File: config.mk
export PLATFORM = sky130hd
export DESIGN_NAME = dex_exp_ctrl
export DESIGN_NICKNAME = d
export VERILOG_FILES = /design/src/rtl/dex_pkg.sv /design/src/rtl/dex_stat_capture.sv /design/src/rtl/dex_rdiv.sv /design/src/rtl/dex_exp_update.sv /design/src/rtl/dex_exp_ctrl.sv
export SDC_FILE = /design/constraint.sdc
export NUM_CORES = 1
export LEC_CHECK = 0
export BUFFER_PORTS_ARGS = -buffer_cell sky130_fd_sc_hd__buf_2
export CORE_UTILIZATION = 55
export CTS_CLUSTER_DIAMETER = 150
export DETAILED_ROUTE_END_ITERATION = 10
export PLACE_DENSITY = 0.73
export SLEW_MARGIN = 5
export SYNTH_ARGS = -nofsm -noshare
export SYNTH_HDL_FRONTEND = slang
export SYNTH_SLANG_ARGS = --single-unit
File: constraint.sdc
create_clock -name clk -period 15.8 [get_ports clk]
set_input_delay 0.79 -clock clk [delete_from_list [all_inputs] [get_ports clk]]
set_output_delay 0.79 -clock clk [all_outputs]
set_load 0.01 [all_outputs]
File: src/rtl/dex_pkg.sv
package dex_pkg;
  // fraction bits of the proportion format (Q1.15)
  localparam int PROP_FRAC = 15;
  // target share 0.8 in Q1.15, rounded down
  localparam int TARGET_Q = 26214;

  typedef enum logic [2:0] {
    ST_COLLECT,
    ST_LOAD_P,
    ST_WAIT_P,
    ST_LOAD_T,
    ST_WAIT_T,
    ST_APPLY
  } ctl_state_e;
endpackage

File: src/rtl/dex_stat_capture.sv
module dex_stat_capture #(
  parameter int BINS  = 64,
  parameter int BIN_W = 16,
  parameter int CNT_W = 21,
  parameter int ACC_W = 24
) (
  input  logic             clk,
  input  logic             rst_n,
  input  logic             beat_fire,
  input  logic [BIN_W-1:0] beat_bin,
  input  logic             beat_long,
  input  logic [CNT_W-1:0] beat_dark,
  input  logic [CNT_W-1:0] beat_sat,
  output logic             frame_end,
  output logic [ACC_W-1:0] sum_q,
  output logic             long_q,
  output logic [CNT_W-1:0] excl_q
);
  localparam int IDX_W = $clog2(BINS);
  localparam int HALF  = BINS / 2;

  logic [IDX_W-1:0] idx_q;
  logic             in_upper;
  logic [ACC_W-1:0] half_acc [2];
  logic [ACC_W-1:0] half_next [2];

  assign in_upper  = (idx_q >= IDX_W'(HALF));
  assign frame_end = beat_fire && (idx_q == IDX_W'(BINS - 1));

  // one accumulator per histogram half; the kind is only known at the end
  for (genvar h = 0; h < 2; h++) begin : g_half
    assign half_next[h] = (in_upper == 1'(h)) ? half_acc[h] + ACC_W'(beat_bin)
                                              : half_acc[h];
    always_ff @(posedge clk) begin
      if (!rst_n) begin
        half_acc[h] <= '0;
      end else if (frame_end) begin
        half_acc[h] <= '0;
      end else if (beat_fire) begin
        half_acc[h] <= half_next[h];
      end
    end
  end

  always_ff @(posedge clk) begin
    if (!rst_n) begin
      idx_q  <= '0;
      sum_q  <= '0;
      long_q <= 1'b0;
      excl_q <= '0;
    end else if (beat_fire) begin
      idx_q <= frame_end ? '0 : idx_q + 1'b1;
      if (frame_end) begin
        long_q <= beat_long;
        sum_q  <= beat_long ? half_next[1] : half_next[0];
        excl_q <= beat_long ? beat_sat : beat_dark;
      end
    end
  end
endmodule

File: src/rtl/dex_rdiv.sv
module dex_rdiv #(
  parameter int W = 39
) (
  input  logic         clk,
  input  logic         rst_n,
  input  logic         start,
  input  logic [W-1:0] num,
  input  logic [W-1:0] den,
  output logic [W-1:0] quo,
  output logic         done
);
  localparam int STEP_W = $clog2(W + 1);

  logic [W-1:0]      dvd_q;
  logic [W-1:0]      dvs_q;
  logic [W:0]        rem_q;
  logic [STEP_W-1:0] step_q;
  logic [W:0]        rem_sh;
  logic [W:0]        rem_sub;
  logic              take;

  always_comb begin
    rem_sh  = {rem_q[W-1:0], dvd_q[W-1]};
    take    = (rem_sh >= {1'b0, dvs_q});
    rem_sub = rem_sh - {1'b0, dvs_q};
  end

  always_ff @(posedge clk) begin
    if (!rst_n) begin
      dvd_q  <= '0;
      dvs_q  <= '0;
      rem_q  <= '0;
      quo    <= '0;
      step_q <= '0;
      done   <= 1'b0;
    end else begin
      done <= 1'b0;
      if (start) begin
        dvd_q  <= num;
        dvs_q  <= den;
        rem_q  <= '0;
        quo    <= '0;
        step_q <= STEP_W'(W);
      end else if (step_q != '0) begin
        rem_q  <= take ? rem_sub : rem_sh;
        quo    <= {quo[W-2:0], take};
        dvd_q  <= {dvd_q[W-2:0], 1'b0};
        step_q <= step_q - 1'b1;
        if (step_q == STEP_W'(1)) done <= 1'b1;
      end
    end
  end
endmodule

File: src/rtl/dex_exp_update.sv
module dex_exp_update #(
  parameter int EXP_W      = 16,
  parameter int INIT_SHORT = 1000,
  parameter int INIT_LONG  = 20000
) (
  input  logic             clk,
  input  logic             rst_n,
  input  logic             apply,
  input  logic             apply_long,
  input  logic [EXP_W-1:0] cand,
  input  logic [EXP_W-1:0] thresh,
  output logic [EXP_W-1:0] exp_short,
  output logic [EXP_W-1:0] exp_long,
  output logic             strobe,
  output logic             strobe_long,
  output logic [EXP_W-1:0] strobe_value
);
  localparam logic [EXP_W-1:0] INIT_V [2] = '{EXP_W'(INIT_SHORT), EXP_W'(INIT_LONG)};

  logic [EXP_W-1:0] exp_q [2];
  logic [EXP_W-1:0] prev;
  logic [EXP_W-1:0] delta;
  logic             do_write;

  assign prev     = apply_long ? exp_q[1] : exp_q[0];
  assign delta    = (cand >= prev) ? cand - prev : prev - cand;
  assign do_write = apply && (delta >= thresh);

  for (genvar k = 0; k < 2; k++) begin : g_kind
    always_ff @(posedge clk) begin
      if (!rst_n) begin
        exp_q[k] <= INIT_V[k];
      end else if (do_write && (apply_long == 1'(k))) begin
        exp_q[k] <= cand;
      end
    end
  end

  always_ff @(posedge clk) begin
    if (!rst_n) begin
      strobe       <= 1'b0;
      strobe_long  <= 1'b0;
      strobe_value <= '0;
    end else begin
      strobe <= do_write;
      if (do_write) begin
        strobe_long  <= apply_long;
        strobe_value <= cand;
      end
    end
  end

  assign exp_short = exp_q[0];
  assign exp_long  = exp_q[1];
endmodule

File: src/rtl/dex_exp_ctrl.sv
module dex_exp_ctrl #(
  parameter int BINS       = 64,
  parameter int BIN_W      = 16,
  parameter int CNT_W      = 21,
  parameter int ACC_W      = 24,
  parameter int EXP_W      = 16,
  parameter int N_PIX      = 1310720,
  parameter int P_FLOOR    = 16,
  parameter int INIT_SHORT = 1000,
  parameter int INIT_LONG  = 20000
) (
  input  logic             clk,
  input  logic             rst_n,
  input  logic             stat_valid,
  output logic             stat_ready,
  input  logic [BIN_W-1:0] stat_bin,
  input  logic             stat_long,
  input  logic [CNT_W-1:0] stat_dark,
  input  logic [CNT_W-1:0] stat_sat,
  input  logic [EXP_W-1:0] cfg_thresh,
  input  logic [EXP_W-1:0] cfg_min,
  input  logic [EXP_W-1:0] cfg_max,
  output logic [EXP_W-1:0] exp_short,
  output logic [EXP_W-1:0] exp_long,
  output logic             upd_strobe,
  output logic             upd_long,
  output logic [EXP_W-1:0] upd_value
);
  import dex_pkg::*;

  localparam int FRAC  = PROP_FRAC;
  localparam int P_W   = FRAC + 1;
  localparam int DIV_W = ((ACC_W > EXP_W) ? ACC_W : EXP_W) + FRAC;

  ctl_state_e       state_q;
  logic             beat_fire;
  logic             frame_end;
  logic [ACC_W-1:0] sum_q;
  logic             long_q;
  logic [CNT_W-1:0] excl_q;

  logic [P_W-1:0]   p_q;
  logic [EXP_W-1:0] cand_q;

  logic             div_start;
  logic [DIV_W-1:0] div_num;
  logic [DIV_W-1:0] div_den;
  logic [DIV_W-1:0] div_quo;
  logic             div_done;

  logic [DIV_W-1:0] n_ext, excl_ext, den_p;
  logic [DIV_W-1:0] prev_ext;
  logic [EXP_W-1:0] prev_exp;
  logic [P_W-1:0]   p_next;
  logic [DIV_W-1:0] max_ext, min_ext, cand_ext;
  logic [EXP_W-1:0] cand_next;

  assign stat_ready = (state_q == ST_COLLECT);
  assign beat_fire  = stat_valid && stat_ready;

  dex_stat_capture #(
    .BINS (BINS),
    .BIN_W(BIN_W),
    .CNT_W(CNT_W),
    .ACC_W(ACC_W)
  ) u_capture (
    .clk      (clk),
    .rst_n    (rst_n),
    .beat_fire(beat_fire),
    .beat_bin (stat_bin),
    .beat_long(stat_long),
    .beat_dark(stat_dark),
    .beat_sat (stat_sat),
    .frame_end(frame_end),
    .sum_q    (sum_q),
    .long_q   (long_q),
    .excl_q   (excl_q)
  );

  // usable pixel count, zero when every pixel is excluded
  always_comb begin
    n_ext    = DIV_W'(N_PIX);
    excl_ext = DIV_W'(excl_q);
    den_p    = (excl_ext >= n_ext) ? '0 : n_ext - excl_ext;
  end

  assign prev_exp = long_q ? exp_long : exp_short;
  assign prev_ext = DIV_W'(prev_exp);

  // operand selection for the shared divider
  always_comb begin
    div_start = (state_q == ST_LOAD_P) || (state_q == ST_LOAD_T);
    if (state_q == ST_LOAD_T) begin
      div_num = prev_ext * DIV_W'(TARGET_Q);
      div_den = DIV_W'(p_q);
    end else begin
      div_num = DIV_W'({sum_q, {FRAC{1'b0}}});
      div_den = den_p;
    end
  end

  dex_rdiv #(
    .W(DIV_W)
  ) u_div (
    .clk  (clk),
    .rst_n(rst_n),
    .start(div_start),
    .num  (div_num),
    .den  (div_den),
    .quo  (div_quo),
    .done (div_done)
  );

  // proportion, saturated to the Q1.15 range
  always_comb begin
    if (den_p == '0) begin
      p_next = '0;
    end else if (div_quo > DIV_W'({P_W{1'b1}})) begin
      p_next = '1;
    end else begin
      p_next = div_quo[P_W-1:0];
    end
  end

  // candidate: floor override, then upper limit, then lower limit
  always_comb begin
    max_ext  = DIV_W'(cfg_max);
    min_ext  = DIV_W'(cfg_min);
    cand_ext = (p_q < P_W'(P_FLOOR)) ? max_ext : div_quo;
    if (cand_ext > max_ext) cand_ext = max_ext;
    if (cand_ext < min_ext) cand_ext = min_ext;
    cand_next = cand_ext[EXP_W-1:0];
  end

  always_ff @(posedge clk) begin
    if (!rst_n) begin
      state_q <= ST_COLLECT;
      p_q     <= '0;
      cand_q  <= '0;
    end else begin
      case (state_q)
        ST_COLLECT: if (frame_end) state_q <= ST_LOAD_P;
        ST_LOAD_P:  state_q <= ST_WAIT_P;
        ST_WAIT_P: begin
          if (div_done) begin
            p_q     <= p_next;
            state_q <= ST_LOAD_T;
          end
        end
        ST_LOAD_T:  state_q <= ST_WAIT_T;
        ST_WAIT_T: begin
          if (div_done) begin
            cand_q  <= cand_next;
            state_q <= ST_APPLY;
          end
        end
        ST_APPLY:   state_q <= ST_COLLECT;
        default:    state_q <= ST_COLLECT;
      endcase
    end
  end

  dex_exp_update #(
    .EXP_W     (EXP_W),
    .INIT_SHORT(INIT_SHORT),
    .INIT_LONG (INIT_LONG)
  ) u_update (
    .clk         (clk),
    .rst_n       (rst_n),
    .apply       (state_q == ST_APPLY),
    .apply_long  (long_q),
    .cand        (cand_q),
    .thresh      (cfg_thresh),
    .exp_short   (exp_short),
    .exp_long    (exp_long),
    .strobe      (upd_strobe),
    .strobe_long (upd_long),
    .strobe_value(upd_value)
  );
endmodule

==> results by group, run 1 <==
Power and ir drop
  – Overall power: 0.00353 W
  – Design internal power: 0.00216 W
  – Flop pwr share: 27.8%
  – Power Dens Cells: 128 nW/um^2
  – Proportion of power drawn by the clock network: 27.1%
  – Peak supply drop: 0.180 mV
  – Sw power: 0.00137 W
  – Leakage: 12.2 nW
  – Switching part of the total power: 38.9%
  – Gate power share: 45.1%

Route
  – Vias per std cell: 6.04
  – DRC violation total after the first TritonRoute iteration: 1,923
  – DRC errors left: 0
  – Antenna Violating Nets Remaining: 0
  – Number of detailed-route iterations in the first pass: 6
  – Detail-routed net length per standard cell: 19.5 um
  – Total wire length: 71.1 mm
  – Detailed-route via count: 22,000

Yosys
  – Number of distinct library cells after synthesis: 87
  – Net count after synthesis: 3,413
  – Share of the yosys chip area belonging to registers: 29.6%
  – Netlist area before placement: 25,000 sq um
  – Async set-reset flop share out of synthesis: 0%
  – Cell type contributing the most total cell area after synthesis: dfxtp_1
  – Synthesis warning total: 0
  – Mean Syn Cell Area: 8.47 sq um
  – Synthesis-stage register bit count: 330
  – Cell types occupying the most area after synthesis: dfxtp_1, ha_1, edfxtp_1
  – Dominant register cell in the synthesized netlist: dfxtp_1
  – Count of flip-flops with a built-in enable after synthesis: 80
  – Share of Yosys cell area claimed by the top area cell type: 20.0%
  – Synthesized instance count: 2,952

STA
  – Slew @ Worst Pin: 1.30 ns
  – Final total negative setup slack: 0 ns
  – Part of the cycle the worst path needs: 47.3%
  – Max-slew headroom: 13.4%
  – Maximum clock skew at final layout: 0.0220 ns
  – Max-slew violation count: 0
  – Final Hold Viols: 0
  – Tmin final: 7.47 ns
  – Achievable Freq: 134 MHz
  – Setup violations, final: 0
  – Setup repair after global routing missed its margin: no

Placed design
  – Half-perimeter wire length after detailed placement: 53.8 mm
  – Count of buffers from port buffering: 160
  – GP Congestion: 0.934
  – Cell area reported after detailed placement: 26,200 sq um

Floorplanning
  – Vert. Die Dim: 215 um
  – Placeable core region: 44,500 sq um
  – Area of the die: 46,300 sq um
  – Die extent in x: 215 um
  – Top-level port count: 161
  – Site row count: 77
  – Effective utilization at floorplan: 56.2%

Worst setup path
  – Nature of the critical path startpoint: flop
  – Register-to-register setup slack: 8.33 ns
  – CP Data Arrival Time: 7.78 ns
  – Worst endpoint required time: 16.11 ns
  – Setup Crit Path Kind: flop to flop
  – Destination of the worst register-to-register timing path: u_update.exp_q[0][15]
  – Critical register-to-register path startpoint: u_capture.long_q
  – Crit Path Max Fanout: 25
  – Endpoint class of the critical path: flop
  – Number of cells on the worst reg-to-reg path: 25

Global route
  – Via count of the first global-routing pass: 21,100
  – Remaining global-route overflow: 0
  – Global-route wire length before repair: 113 mm
  – GR Util All Layers: 30.3%
  – Largest net degree at the start of global routing: 107
  – Initial antenna violation count: 0

Clock tree
  – H-tree depth: 2
  – Latest clock arrival within the worst-skew pair: 0.57 ns
  – Post-CTS repair timing setup buffer count: 0
  – Clock-pin slew on the worst setup and hold paths: 0.06 ns
  – Number of buffers created by CTS: 38
  – Root buffer selected by CTS: clkbuf_16
  – Number of instances resized during post-cts repair: 0
  – # clock sinks: 330
  – Hold_buf cts: 0
  – Clock tree from TritonCTS: done
  – Maximum root-to-sink buffer count: 3

Hold path
  – Hold path depth: 2
  – Hold crit path type: flop to flop
  – Sink of the worst hold path: u_update.strobe_value[2]
  – Start point of the worst hold path: u_update.strobe_value[2]

Finish
  – Most common cell after layout, fill and taps aside: nand2_1
  – Total area of sequential cells: 7410 sq um
  – Final standard cell utilization of the core: 61.8%
  – Layout overhead on the synthesized area: 10.0%
  – Filler cell count in the final layout: 3,896
  – Final Cell Area: 27,500 sq um
  – Commonest non-fill, non-tap cells in the layout: nand2_1, ha_1, a21oi_1, dfxtp_1, inv_1
  – Net count reported at finish: 3,487
  – Share of final-layout standard cells stronger than drive strength 1: 9.49%
  – Area used by multi-input combinational logic: 16,200 sq um
  – Diode count: 0

Run status
  – Run status: finished, final reports clean

Run
  – Max-cap check violation count: 0
power groups by stage:
stage | sequential (W) | combinational [W] | clock (W)
global placement | 0.000994 | 0.00154 | 0
floorplan | 0.000982 | 0.00125 | 0
global route | 0.000988 | 0.00177 | 0.00100
detailed placement | 0.000997 | 0.00157 | 0
finish | 0.000981 | 0.00159 | 0.000958
CTS | 0.000979 | 0.00158 | 0.000969
state kept, by name, summed over array words and instances, names as in the netlist:
register	cells
u_div.done	1
u_div.dvd_q	38
u_div.step_q	6
u_div.quo	39
u_capture.sum_q	24
u_update.strobe_long	1
p_q	16
state_q	3
u_update.strobe	1
u_div.rem_q	39
u_capture.half_acc	48
u_update.strobe_value	16
u_capture.idx_q	6
u_capture.long_q	1
u_update.exp_q	32
cand_q	16
u_capture.excl_q	21
u_div.dvs_q	22
cells in the mapped netlist (80+ instances only):
| cell | number |
|---|---|
| inv_1 | 225 |
| a21oi_1 | 263 |
| edfxtp_1 | 80 |
| clkbuf_1 | 126 |
| a211oi_1 | 82 |
| a21o_1 | 83 |
| ha_1 | 278 |
| nand2_1 | 362 |
| o21ai_0 | 169 |
| dfxtp_1 | 250 |
| mux2i_1 | 114 |
| nor2_1 | 219 |
kinds of logic after synthesis:
group | synth area share, %
xor gates and xnor gates | 4.55
AOI/OAI and AO/OA | 20.0
muxes | 4.92
and+or+nand+nor | 15.3
adders and majority gates | 19.8
DFF | 29.6
buffers and inverters | 5.79
per-layer routing:
metal	part of all wire, %	global-route usage, %
met1	46	42.9
met5	0	0
met3	6.1	4.15
met2	45	48.0
met4	2.6	8.46
through the flow:
| stage | hold slack, ns | cells | setup WS, ns |
|---|---|---|---|
| CTS | 0.449 | 3647 | 8.51 |
| floorplan | 0.425 | 2952 | 8.60 |
| finish | 0.448 | 3647 | 8.33 |
| global placement | 0.441 | 3578 | 8.85 |
| detailed placement | 0.441 | 3578 | 8.55 |
| global route | 0.466 | 3647 | 8.08 |
layout make-up:
cell class	instances	area share, %
clock buffer	54	4.21
clock inverter	15	0.696
inverter	228	3.12
multi-input combinational	2248	58.9
sequential	330	26.9
tap	592	2.69
timing repair buffer	180	3.46
critical path: stages (launching register included):
cell and delay, ns:
dfxtp_1 0.44, buf_4 0.39, mux2_2 0.36, ha_1 0.18
inv_1 0.06, fa_1 0.40, a21o_1 0.20, a21o_1 0.22
a2111oi_2 0.40, nor3_1 0.17, a211o_1 0.34, o31ai_2 0.27
o2bb2ai_2 0.14, buf_4 0.29, mux2_2 0.38, ha_1 0.28
a21o_1 0.17, a21o_1 0.18, a21o_1 0.17, a21o_1 0.16
a2111oi_0 0.51, o21ai_1 0.14, buf_4 0.23, nand2_1 0.60
nor2_1 0.29, and2_1 0.24
worst max path at each step:
stage	cells past startpoint	start	slack, ns	to
floorplan	21	u_capture.long_q	8.60	u_update.exp_q[0][0]
global placement	25	u_capture.long_q	8.85	u_update.exp_q[0][15]
detailed placement	25	u_capture.long_q	8.55	u_update.exp_q[0][15]
CTS	25	u_capture.long_q	8.51	u_update.exp_q[0][15]
global route	25	u_capture.long_q	8.08	u_update.exp_q[0][15]
finish	25	u_capture.long_q	8.33	u_update.exp_q[0][15]
(Power assumes the default switching activity.)
==> run 2, diff against run 1 <==
--- a/config.mk
+++ b/config.mk
@@ -9,7 +9,7 @@
 export CORE_UTILIZATION = 55
 export CTS_CLUSTER_DIAMETER = 150
 export DETAILED_ROUTE_END_ITERATION = 10
-export PLACE_DENSITY = 0.73
+export PLACE_DENSITY = 0.76
 export SLEW_MARGIN = 5
 export SYNTH_ARGS = -nofsm -noshare
 export SYNTH_HDL_FRONTEND = slang
==> constraint.sdc (replaced) <==
create_clock -name clk -period 6.1 [get_ports clk]
set_input_delay 0.305 -clock clk [delete_from_list [all_inputs] [get_ports clk]]
set_output_delay 0.305 -clock clk [all_outputs]
set_load 0.01 [all_outputs]
==> run 2 against run 1 <==
  * Wire length is 0.56% lower
  * Clock power grew to 2.5 times the previous value
  * Sequential power grew to 2.6 times the previous value
  * Die area stayed put
  * Utilization is 2.1 points higher
  * Combinational power grew to 2.7 times the previous value
  * Cell count is 2.2% higher
  * Count of clock-buffer cells in the layout is 4 higher
==> results by group, run 2 (synthesis results as in run 1) <==
Run status
  – Run status: finished, final reports clean (unchanged)

Finish
  – Net count reported at finish: 3,566 (was 3,487)
  – Final standard cell utilization of the core: 63.9% (was 61.8%)
  – Total area of sequential cells: 7410 sq um (about the same)
  – Most common cell after layout, fill and taps aside: nand2_1 (unchanged)
  – Filler cell count in the final layout: 3,741 (was 3,896)
  – Share of final-layout standard cells stronger than drive strength 1: 13.4% (was 9.49%)
  – Final Cell Area: 28,400 sq um (was 27,500 sq um)
  – Biggest regs: u_capture.half_acc: 48 flops, u_div.quo: 39 flops, u_div.rem_q: 39 flops (unchanged)
  – Layout overhead on the synthesized area: 13.8% (was 10.0%)
  – Commonest non-fill, non-tap cells in the layout: nand2_1, ha_1, a21oi_1, dfxtp_1 (was nand2_1, ha_1, a21oi_1, dfxtp_1, inv_1)
  – Area used by multi-input combinational logic: 16,500 sq um (was 16,200 sq um)
  – Flip-flop count of the largest register, all copies and words added: 48 (unchanged)
  – Top register by number of flip-flops: u_capture.half_acc (unchanged)

Placed design
  – GP Congestion: 0.938 (was 0.934)
  – Half-perimeter wire length after detailed placement: 53.5 mm (was 53.8 mm)
  – Cell area reported after detailed placement: 26,800 sq um (was 26,200 sq um)
  – Count of buffers from port buffering: 160 (unchanged)

Route
  – DRC violation total after the first TritonRoute iteration: 1,946 (was 1,923)
  – Number of detailed-route iterations in the first pass: 6 (unchanged)
  – DRC errors left: 0 (unchanged)
  – Total wire length: 70.7 mm (was 71.1 mm)
  – Antenna Violating Nets Remaining: 0 (unchanged)
  – Detailed-route via count: 22,300 (was 22,000)
  – Detail-routed net length per standard cell: 19.0 um (was 19.5 um)
  – Vias per std cell: 5.99 (was 6.04)

Worst setup path
  – Endpoint class of the critical path: flop (unchanged)
  – Nature of the critical path startpoint: flop (unchanged)
  – Setup Crit Path Kind: flop to flop (unchanged)
  – CP Data Arrival Time: 6.45 ns (was 7.78 ns)
  – Register-to-register setup slack: 0.11 ns (was 8.33 ns)
  – Worst endpoint required time: 6.56 ns (was 16.11 ns)
  – Critical register-to-register path startpoint: u_capture.long_q (unchanged)
  – Destination of the worst register-to-register timing path: u_div.dvd_q[28] (was u_update.exp_q[0][15])
  – Crit Path Max Fanout: 6 (was 25)
  – Number of cells on the worst reg-to-reg path: 23 (was 25)

Power and ir drop
  – Leakage: 12.6 nW (was 12.2 nW)
  – Power Dens Cells: 328 nW/um^2 (was 128 nW/um^2)
  – Peak supply drop: 0.291 mV (was 0.180 mV)

Clock tree
  – Latest clock arrival within the worst-skew pair: 0.56 ns (was 0.57 ns)
  – Root buffer selected by CTS: clkbuf_16 (unchanged)
  – Number of buffers created by CTS: 38 (unchanged)
  – Clock-pin slew on the worst setup and hold paths: 0.06 ns (about the same)
  – # clock sinks: 330 (unchanged)
  – Clock tree from TritonCTS: done (unchanged)
  – Maximum root-to-sink buffer count: 3 (unchanged)
  – H-tree depth: 2 (unchanged)

STA
  – Tmin final: 5.99 ns (was 7.47 ns)
  – Slew @ Worst Pin: 1.12 ns (was 1.30 ns)
  – Final Hold Viols: 0 (unchanged)
  – Part of the cycle the worst path needs: 98.2% (was 47.3%)
  – Setup violations, final: 0 (unchanged)
  – Achievable Freq: 167 MHz (was 134 MHz)
  – Max-slew violation count: 0 (unchanged)
  – Setup repair after global routing missed its margin: yes (was no)
  – Maximum clock skew at final layout: 0.0212 ns (was 0.0220 ns)
  – Max-slew headroom: 25.2% (was 13.4%)

Hold path
  – Hold path depth: 3 (was 2)
  – Start point of the worst hold path: cfg_min[5] (was u_update.strobe_value[2])
  – Sink of the worst hold path: cand_q[5] (was u_update.strobe_value[2])
  – Hold crit path type: input port to flop (was flop to flop)

Floorplanning
  – Top-level port count: 161 (unchanged)
  – Vert. Die Dim: 215 um (unchanged)
  – Placeable core region: 44,500 sq um (unchanged)
  – Die extent in x: 215 um (unchanged)
  – Site row count: 77 (unchanged)
  – Area of the die: 46,300 sq um (unchanged)
  – Effective utilization at floorplan: 56.2% (unchanged)

Global route
  – Global-route wire length before repair: 113 mm (about the same)
  – Largest net degree at the start of global routing: 92 (was 107)
  – GR Util All Layers: 30.0% (was 30.3%)
  – Via count of the first global-routing pass: 21,700 (was 21,100)
  – Remaining global-route overflow: 0 (unchanged)
  – Initial antenna violation count: 2 (was 0)

Run
  – Max-cap check violation count: 0 (unchanged)
==> run 2: repair_timing <==
action,4_1_cts,5_1_grt
endpoints found under the setup margin,4,105
endpoints found under the hold margin,0,0
pin swaps,1,25
resized for setup,7,57
hold buffers,0,0
buffers inserted,0,6
==> run 2: per-layer routing <==
layer	vias to the layer above	share of wire, %	track usage [%]
li1	10700	-	-
met5	-	0.018	0
met3	130	6.2	3.86
met2	739	47	49.5
met1	10700	44	40.6
met4	2	2.7	9.57
==> run 2: power by group <==
| group | internal, W | switching (W) | total [W] |
|---|---|---|---|
| logic | 0.00183 | 0.00254 | 0.00437 |
| registers | 0.00241 | 0.000132 | 0.00254 |
| clock network | 0.00144 | 0.000955 | 0.00240 |
==> run 2: worst max-delay path by stage <==
stage | startpoint | end | depth (start not counted)
6_report | u_capture.long_q | u_div.dvd_q[28] | 23
5_1_grt | u_capture.long_q | u_div.dvd_q[28] | 24
4_1_cts | u_capture.long_q | u_div.dvd_q[30] | 21
3_5_place_dp | u_capture.long_q | u_div.dvd_q[30] | 21
3_3_place_gp | u_capture.long_q | u_div.dvd_q[28] | 22
2_1_floorplan | u_capture.long_q | u_div.dvd_q[30] | 22
==> run 2: per-stage QoR <==
step / setup TNS (ns) / total power, W / instances / worst slack, ns / hold WS, ns
6_report: 0 / 0.00931 / 3727 / 0.113 / 0.0753
5_1_grt: -0.194 / 0.00987 / 3726 / -0.0603 / 0.0903
4_1_cts: 0 / 0.00919 / 3720 / 0.00658 / 0.0651
3_5_place_dp: -0.321 / 0.00677 / 3651 / -0.0901 / 0.444
3_3_place_gp: 0 / 0.00668 / 3651 / 0.0793 / 0.438
2_1_floorplan: 0 / 0.00577 / 2952 / 0.0252 / 0.425
==> run 2: cell type report <==
cell class	count	share of cell area [%]
Antenna cell	1	0.00880
Multi-Input combinational cell	2248	58.0
Clock inverter	11	0.308
Tap cell	592	2.60
Sequential cell	330	26.1
Clock buffer	58	4.34
Inverter	228	3.02
Timing Repair Buffer	259	5.61
==> run 2: worst max-delay path: stages, from the launching register on <==
cell and delay [ns]:
dfxtp_4 0.42, buf_6 0.14, mux2i_2 0.25, inv_1 0.09
ha_1 0.28, inv_1 0.05, fa_1 0.47, inv_1 0.05
fa_1 0.46, fa_1 0.57, fa_1 0.43, fa_1 0.55
ha_4 0.22, a21oi_1 0.15, o21ai_1 0.10, o21bai_1 0.17
a221o_1 0.36, a21oi_2 0.19, o31ai_2 0.09, a21o_1 0.19
buf_4 0.15, xor2_1 0.15, nand2_1 0.09, a221oi_2 0.27
